## src/rtl/baud_gen_pkg.sv

```systemverilog
package baud_gen_pkg;
  localparam int unsigned DIV_W_DEF  = 23;
  localparam int unsigned PRE_A_DEF  = 3;  // path select = 1
  localparam int unsigned PRE_B_DEF  = 4;  // path select = 0

  function automatic int unsigned max_u(input int unsigned a, input int unsigned b);
    return (a > b) ? a : b;
  endfunction
endpackage

```

## src/rtl/baud_cfg_reg.sv

```systemverilog
module baud_cfg_reg #(
  parameter int unsigned DIV_W = baud_gen_pkg::DIV_W_DEF,
  localparam int unsigned CFG_W = DIV_W + 2
) (
  input  logic             clk_i,
  input  logic             rst_ni,
  input  logic             we_i,
  input  logic [CFG_W-1:0] wdata_i,
  output logic [DIV_W-1:0] divisor_o,
  output logic             use_o,
  output logic             sel_o,
  output logic             restart_o
);
  logic [CFG_W-1:0] cfg_q;

  always_ff @(posedge clk_i or negedge rst_ni) begin
    if (!rst_ni)   cfg_q <= '0;
    else if (we_i) cfg_q <= wdata_i;
  end

  assign divisor_o = cfg_q[DIV_W-1:0];
  assign use_o     = cfg_q[DIV_W];
  assign sel_o     = cfg_q[DIV_W+1];
  assign restart_o = we_i;
endmodule

```

## src/rtl/baud_prescaler.sv

```systemverilog
module baud_prescaler #(
  parameter int unsigned PRE_A = baud_gen_pkg::PRE_A_DEF,
  parameter int unsigned PRE_B = baud_gen_pkg::PRE_B_DEF,
  localparam int unsigned PMAX = baud_gen_pkg::max_u(PRE_A, PRE_B),
  localparam int unsigned CW   = (PMAX > 2) ? $clog2(PMAX) : 1
) (
  input  logic clk_i,
  input  logic rst_ni,
  input  logic restart_i,
  input  logic run_i,
  input  logic sel_i,
  output logic strobe_o
);
  logic [CW-1:0] cnt_q;
  logic [CW-1:0] lim_m1;
  logic          at_lim;

  assign lim_m1 = sel_i ? CW'(PRE_A - 1) : CW'(PRE_B - 1);
  assign at_lim = (cnt_q == lim_m1);

  always_ff @(posedge clk_i or negedge rst_ni) begin
    if (!rst_ni)                 cnt_q <= '0;
    else if (restart_i || !run_i) cnt_q <= '0;
    else if (at_lim)             cnt_q <= '0;
    else                         cnt_q <= cnt_q + 1'b1;
  end

  assign strobe_o = run_i && !restart_i && at_lim;


  pre_range_chk: assert property (@(posedge clk_i) disable iff (!rst_ni)
    cnt_q <= lim_m1);
endmodule

```

## src/rtl/baud_divider.sv

```systemverilog
module baud_divider #(
  parameter int unsigned DIV_W = baud_gen_pkg::DIV_W_DEF
) (
  input  logic             clk_i,
  input  logic             rst_ni,
  input  logic             restart_i,
  input  logic             run_i,
  input  logic             step_i,
  input  logic [DIV_W-1:0] divisor_i,
  output logic             tick_o
);
  logic [DIV_W-1:0] cnt_q;
  logic             wrap;
  logic             tick_q;

  assign wrap = step_i && (cnt_q == divisor_i);

  always_ff @(posedge clk_i or negedge rst_ni) begin
    if (!rst_ni) begin
      cnt_q  <= '0;
      tick_q <= 1'b0;
    end else if (restart_i || !run_i) begin
      cnt_q  <= '0;
      tick_q <= 1'b0;
    end else begin
      tick_q <= wrap;
      if (wrap)        cnt_q <= '0;
      else if (step_i) cnt_q <= cnt_q + 1'b1;
    end
  end

  assign tick_o = tick_q;


  div_range_chk: assert property (@(posedge clk_i) disable iff (!rst_ni)
    run_i |-> cnt_q <= divisor_i);
endmodule

```

## src/rtl/baud_gen.sv

```systemverilog
module baud_gen #(
  parameter int unsigned DIV_W = baud_gen_pkg::DIV_W_DEF,
  parameter int unsigned PRE_A = baud_gen_pkg::PRE_A_DEF,
  parameter int unsigned PRE_B = baud_gen_pkg::PRE_B_DEF,
  localparam int unsigned CFG_W = DIV_W + 2
) (
  input  logic             clk_i,
  input  logic             rst_ni,
  input  logic             cfg_we_i,
  input  logic [CFG_W-1:0] cfg_wdata_i,
  output logic             tick_o,
  output logic             enabled_o
);
  logic [DIV_W-1:0] divisor;
  logic             use_div, sel, restart, pre_strobe;

  baud_cfg_reg #(.DIV_W(DIV_W)) u_cfg (
    .clk_i, .rst_ni, .we_i(cfg_we_i), .wdata_i(cfg_wdata_i),
    .divisor_o(divisor), .use_o(use_div), .sel_o(sel), .restart_o(restart)
  );

  baud_prescaler #(.PRE_A(PRE_A), .PRE_B(PRE_B)) u_pre (
    .clk_i, .rst_ni, .restart_i(restart), .run_i(use_div), .sel_i(sel),
    .strobe_o(pre_strobe)
  );

  baud_divider #(.DIV_W(DIV_W)) u_div (
    .clk_i, .rst_ni, .restart_i(restart), .run_i(use_div),
    .step_i(pre_strobe), .divisor_i(divisor), .tick_o(tick_o)
  );

  assign enabled_o = use_div;


  tick_needs_en_chk: assert property (@(posedge clk_i) disable iff (!rst_ni)
    tick_o |-> enabled_o);

  tick_width_chk: assert property (@(posedge clk_i) disable iff (!rst_ni)
    tick_o |=> !tick_o);

  write_cancels_tick_chk: assert property (@(posedge clk_i) disable iff (!rst_ni)
    cfg_we_i |=> !tick_o);

  en_follows_write_chk: assert property (@(posedge clk_i) disable iff (!rst_ni)
    cfg_we_i |=> enabled_o == $past(cfg_wdata_i[DIV_W]));
endmodule

```

## config.mk

```make
export PLATFORM = sky130hd
export DESIGN_NAME = baud_gen
export DESIGN_NICKNAME = d
export VERILOG_FILES = /design/src/rtl/baud_gen_pkg.sv /design/src/rtl/baud_cfg_reg.sv /design/src/rtl/baud_prescaler.sv /design/src/rtl/baud_divider.sv /design/src/rtl/baud_gen.sv
export SDC_FILE = /design/constraint.sdc
export NUM_CORES = 1
export LEC_CHECK = 0
export BUFFER_PORTS_ARGS = -buffer_cell sky130_fd_sc_hd__buf_2
export CORE_MARGIN = 4
export CORE_UTILIZATION = 62
export CTS_CLUSTER_DIAMETER = 50
export DETAILED_ROUTE_END_ITERATION = 8
export GPL_TIMING_DRIVEN = 0
export PLACE_DENSITY = 0.84
export RECOVER_POWER = 50
export SYNTH_ARGS = -nofsm -noshare
export SYNTH_HDL_FRONTEND = slang
export SYNTH_SLANG_ARGS = --single-unit
```

## constraint.sdc

```tcl
create_clock -name clk_i -period 4.85 [get_ports clk_i]
set_clock_uncertainty 0.15 [all_clocks]
set_input_delay 0.2425 -clock clk_i [delete_from_list [all_inputs] [get_ports clk_i]]
set_output_delay 0.2425 -clock clk_i [all_outputs]
set_load 0.02 [all_outputs]
```

==> results of run 1 <==
==> critical path, stage by stage, from the launching register on <==
cell      delay (ns)
dfrtp_1         0.45
xor2_1          0.20
nor4_1          0.41
nand4_1         0.28
o21bai_2        0.48
buf_6           0.22
nor2_1          0.07
a221o_1         0.27
==> worst paths after layout <==
| check | start | end | slack, ns |
|---|---|---|---|
| worst max-delay path | u_div.cnt_q[2] | u_div.cnt_q[21] | 2.20 |
| worst min-delay path | cfg_wdata_i[7] | u_cfg.cfg_q[7] | 0.01 |
| worst max register to register | u_div.cnt_q[2] | u_div.cnt_q[21] | 2.20 |
| worst min register to register | u_pre.cnt_q[0] | u_pre.cnt_q[0] | 0.35 |
| max in group asynchronous | rst_ni | u_cfg.cfg_q[22] | 2.38 |
| min in group asynchronous | rst_ni | u_div.cnt_q[0] | 0.64 |
==> logic make-up (layout without fill, tap and decap cells) <==
| logic type | Yosys count | in the layout | share of synthesized area |
|---|---|---|---|
| buffers and inverters | 20 | 57 | 0.0429 |
| adder cells (fa/ha/maj) | 1 | 1 | 0.00471 |
| AND/OR/NAND/NOR | 77 | 77 | 0.169 |
| XOR/XNOR | 24 | 24 | 0.0792 |
| flip-flops | 51 | 51 | 0.481 |
| AO/OA/AOI/OAI | 41 | 41 | 0.106 |
| multiplexers | 28 | 28 | 0.117 |
==> cell usage after synthesis (2+ instances only) <==
library cell  number
nand3_2            2
xor2_1            24
nand2_1           16
nand4_1            6
nand3_1           10
inv_1              8
nor3_1            10
and4_1             2
a211o_1            2
and3_1             2
and2_1             2
mux2_2            24
nor2_1             6
a221o_1            4
a21oi_1           13
buf_6              5
mux2i_1            4
a21o_1             5
or4_1              2
dfrtp_1           51
or3_1              5
clkbuf_1           6
o21ai_0           10
nor4_1             4
nor3b_1            3
o311ai_1           2
==> sequential cells by signal, indices dropped and copies added, names as in the netlist <==
register      count
u_cfg.cfg_q      25
u_div.cnt_q      23
u_pre.cnt_q       2
u_div.tick_o      1
==> metal layers <==
layer	wire, um	part of all wire
met1	2490	0.44
met2	2680	0.47
met3	305	0.054
met4	184	0.032
met5	0	0
==> power breakdown <==
part	switching (mW)	internal (mW)	total, mW	leakage (nW)
logic	0.0398	0.0395	0.0793	0.639
clock network	0.134	0.130	0.264	0.0515
registers	0.0162	0.447	0.463	0.655
total	0.190	0.616	0.806	1.35
==> final cells by class <==
cell class              count  area, sq um
repair buffers             29          149
multi-input cells         171         1260
inverters                   8         30.0
clock buffers               8          100
plain buffers              12         83.8
flip-flops and latches     51         1280
fillers                   295         1090
well taps                  50         62.6
==> what timing repair did <==
action | 4_1_cts | 5_1_grt
resized for setup | 0 | 0
hold buffers | 1 | 0
hold endpoints to repair | 1 | 0
==> run metrics, run 1 <==
final core area utilization=0.731; fin worst setup slack=about 2.2 ns; antenna cell count=0; area share of the largest cell type after synthesis=0.481; die footprint=5390 sq um; via count=2,013; Post-Syn Area=about 2700 sq um; Hold Crit Class=in2reg; clk_lat worst skew=0.30 ns; Site Rows=23; Cell Area, Placed=2860 sq um; core box area=4060 sq um; Max IR drop VDD=0.000245 V; Max FO, Critical Path=10; RSZ-0062 raised after global routing=false; dpl cells=between 300 and 400; failing checks=capacitance limit, slew limit; crit path capture type=flop; most common cell after layout, fill and taps aside=dfrtp_1; Initial Utilization=0.654; total congestion overflow=0; fin cells=approximately 330; Hold Crit Depth=2; crit path kind=reg2reg; Tot Pwr=0.806 mW; post-synthesis sequential area ratio=0.481; Synthesized Nets=about 270; minimum clock period after layout=~2.6 ns; Post-layout nets=307; #FFs+latches synth=51; Setup Fix Bufs, Post-CTS=0; 1st-pass router iterations=5; initial antenna violation count=0; Slew Viols, Final=between 50 and 60; drt first-iter violations=approximately 140; maxcap violations=1; Port Buffers=28; die height=73.4 um; Area contributors post-synth=dfrtp_1 (48%), mux2_2 (10%), xor2_1 (7.9%); Post-synth EDFFs=0; synth unique cells=40; synth-to-layout area growth=11.7%; Post-DRT Antenna Nets=0; FF-to-FF path depth=7; design area=2970 sq um; post-DR vias/cell=6.12; I/O pins=30; synth warn=0; pwr dens=about 270 nW/um^2; share of cells above drive strength 1=0.258; status=finished, violations left; Leak=approximately 1.3 nW; wirelength, routed=5660 um; hold slack=0.0134 ns; clock root buffer=clkbuf_8; # H-tree levels=2; CTS tree=done; CP required=4.89 ns; CTS Buf Count=5; Die Wd=73.4 um; ys async rst share=1.00; Final period util=0.546; # setup viols final=0; Slew HR=-0.807; met3 global-route usage=0.0438; met1 GRT Util=0.311; Primary FF master, synth=dfrtp_1; Wirelength per Cell=17.2 um; CP arrival=2.69 ns; gr usage total=0.227; Setup WS pre-CTS=2.22 ns; Final Wtd Congestion=between 0.8 and 0.9; clk buf depth=2; busiest grt layer=met2; met2 usage=0.348; # DRC=0; Fmax=378 MHz; global-route wire length before repair=9160 um; Worst setup SP type=flop; cells after synthesis=242; area leader, netlist=dfrtp_1; clk slew on worst S/H paths=approximately 0.090 ns; HPWL Detailed=3910 um; vias in the first global route=1,962; final hold violation count=0; commonest cells after routing, fill and taps aside=dfrtp_1 (51), buf_2 (28), xor2_1 (24), mux2_2 (24), nand2_1 (16); setup_tns=0 ns; largest net degree at the start of global routing=52; clock sink count=between 50 and 60; syn avg cell area=11.0 sq um; Tightest Pin Transition=2.71 ns
Power figures use the tool's default switching activity.
==> run 2, diff against run 1 <==
- CORE_UTILIZATION: 62 -> 52
- PLACE_DENSITY: 0.84 -> 0.75
- clock period: 4.85 -> 2.2 ns (I/O delays scaled with it)
==> run metrics, run 2 (synthesis results as in run 1) <==
r2r endpoint=u_div.cnt_q[17] (was u_div.cnt_q[21]); Hold Crit Depth=2 (unchanged); FF-to-FF path depth=8 (was 7); minimum clock period after layout=2.24 ns (was 2.65 ns); Tightest Pin Transition=1.25 ns (was 2.71 ns); crit path capture type=flop (unchanged); Site Rows=25 (was 23); synth-to-layout area growth=30.6% (was 11.7%); max reg flops=25 (unchanged); Biggest register=u_cfg.cfg_q (unchanged); Fmax=447 MHz (was 378 MHz); Port Buffers=28 (unchanged); share of cells above drive strength 1=0.313 (was 0.258); clk slew on worst S/H paths=0.09 ns (about the same); maxcap violations=0 (was 1); Post-layout nets=347 (was 307); Flop pwr share=0.559 (was 0.574); Final Wtd Congestion=0.840 (was 0.863); CTS tree=done (unchanged); combinational share of power=0.123 (was 0.098); Initial Utilization=0.547 (was 0.654); Setup WS pre-CTS=-0.308 ns (was 2.22 ns); # H-tree levels=2 (unchanged); Tot Pwr=1.83 mW (was 0.806 mW); Net Sw Power=0.430 mW (was 0.190 mW); largest net degree at the start of global routing=52 (unchanged); HPWL Detailed=3960 um (was 3910 um); total congestion overflow=0 (unchanged); vias in the first global route=2,046 (was 1,962); final hold violation count=0 (unchanged); Max IR drop VDD=0.000337 V (was 0.000245 V); die height=79.4 um (was 73.4 um); clock sink count=51 (unchanged); Hold Crit Class=in2reg (unchanged); CP required=2.24 ns (was 4.89 ns); status=finished, violations left (unchanged); # setup viols final=7 (was 0); setup slack, reg-to-reg=-0.04 ns (was 2.20 ns); dpl cells=337 (was 320); Wirelength per Cell=16.7 um (was 17.2 um); Leak=1.54 nW (was 1.35 nW); CTS Buf Count=5 (unchanged); Crit Reg-Reg Startpoint=u_div.cnt_q[6] (was u_div.cnt_q[2]); Hold Crit Start=cfg_we_i (was cfg_wdata_i[7]); core box area=4850 sq um (was 4060 sq um); Regs by FF count=u_cfg.cfg_q: 25 flops, u_div.cnt_q: 23 flops, u_pre.cnt_q: 2 flops (unchanged); crit path kind=reg2reg (unchanged); Final period util=1.02 (was 0.546); initial antenna violation count=0 (unchanged); most common cell after layout, fill and taps aside=dfrtp_1 (unchanged); pwr dens=527 nW/um^2 (was 272 nW/um^2); wirelength, routed=6440 um (was 5660 um); gr usage total=0.203 (was 0.227); clock root buffer=clkbuf_8 (unchanged); global-route wire length before repair=9880 um (was 9160 um); commonest cells after routing, fill and taps aside=dfrtp_1 (47), buf_2 (26), dlygate4sd3_1 (26) (was dfrtp_1 (51), buf_2 (28), xor2_1 (24), mux2_2 (24), nand2_1 (16)); antenna cell count=0 (unchanged); P_int=1.39 mW (was 0.616 mW); clk buf depth=2 (unchanged); post-DR vias/cell=5.69 (was 6.12); Die Wd=79.4 um (was 73.4 um); Post-DRT Antenna Nets=0 (unchanged); die footprint=6310 sq um (was 5390 sq um); CP arrival=2.27 ns (was 2.69 ns); failing checks=setup timing (was capacitance limit, slew limit); clk_lat worst skew=0.30 ns (about the same); fin cells=386 (was 329); 1st-pass router iterations=4 (was 5); Slew Viols, Final=0 (was 52); # DRC=0 (unchanged); hold slack=0.179 ns (was 0.0134 ns); drt first-iter violations=142 (was 141); fin worst setup slack=-0.0380 ns (was 2.20 ns); clock power share=0.318 (was 0.327); Slew HR=0.166 (was -0.807); Worst Hold End=u_cfg.cfg_q[0] (was u_cfg.cfg_q[7]); I/O pins=30 (unchanged); RSZ-0062 raised after global routing=true (was false); via count=2,197 (was 2,013); Worst setup SP type=flop (unchanged); sw frac=0.236 (was 0.235); Max FO, Critical Path=5 (was 10); Fill cells=342 (was 295)
## run 2: cell count changes in the layout (fill, tap and decap cells not counted), sizes merged
cell         previous run  this run
dlygate4sd3             1        26
buf                    33        46
clkbuf                 15        17
## run 2: worst max-delay path by stage
stage,end,slack (ns),cells after the start,from
floorplan,u_div.cnt_q[5],0.13,8,u_div.cnt_q[9]
global placement,u_div.cnt_q[17],-0.27,8,u_div.cnt_q[9]
detailed placement,u_div.cnt_q[17],-0.31,8,u_div.cnt_q[9]
CTS,u_div.cnt_q[7],-0.004,8,u_div.cnt_q[6]
global route,u_div.cnt_q[17],-0.11,8,u_div.cnt_q[18]
finish,u_div.cnt_q[17],-0.04,8,u_div.cnt_q[6]
## run 2: per-layer routing
layer | global-route usage | up-vias | wire length (um)
met5 | 0 | - | 0
met4 | 0.0670 | 0 | 163
met3 | 0.0440 | 15 | 340
met2 | 0.319 | 67 | 3180
met1 | 0.279 | 1085 | 2760
li1 | - | 1030 | -
## run 2: area by class of cell
| cell class | instances | area, sq um | share of cell area |
|---|---|---|---|
| multi-input cells | 171 | 1340 | 0.387 |
| flip-flops and latches | 51 | 1280 | 0.370 |
| repair buffers | 70 | 541 | 0.156 |
| clock buffers | 8 | 100 | 0.0289 |
| plain buffers | 11 | 90.1 | 0.0260 |
| well taps | 67 | 83.8 | 0.0242 |
| inverters | 8 | 30.0 | 0.00866 |
## run 2: repair_timing
item / in CTS / in global routing
gates resized for setup: 6 / 23
hold buffers: 26 / 0
setup buffers: 9 / 5
endpoints found under the setup margin: 23 / 22
pin swaps: 8 / 4
gates cloned: 1 / 1
endpoints found under the hold margin: 76 / 0
## run 2: power by group through the flow
stage          registers (mW)  clock network (mW)  logic [mW]
6_report                 1.02               0.581       0.224
3_3_place_gp             1.04                   0       0.169
2_1_floorplan            1.03                   0       0.106
3_5_place_dp             1.04                   0       0.173
5_1_grt                  1.03               0.631       0.246
4_1_cts                  1.02               0.592       0.212
## run 2: stage by stage
| stage | cell area (sq um) | utilization | TNS, ns |
|---|---|---|---|
| after floorplan | 2650 | - | 0 |
| after global placement | 2880 | 0.594 | -2.04 |
| after detailed placement | 2880 | 0.594 | -2.84 |
| after CTS | 3330 | 0.688 | -0.00492 |
| after global routing | 3470 | 0.715 | -0.995 |
| final | 3470 | 0.715 | -0.180 |
## run 2: critical path, cell delays in order (launching register included)
cell and delay [ns]:
dfrtp_2 0.45, xor2_1 0.16, nor4_2 0.35, nand4_1 0.19
buf_4 0.19, o21bai_4 0.18, buf_6 0.16, nor2_2 0.04
a221o_1 0.26
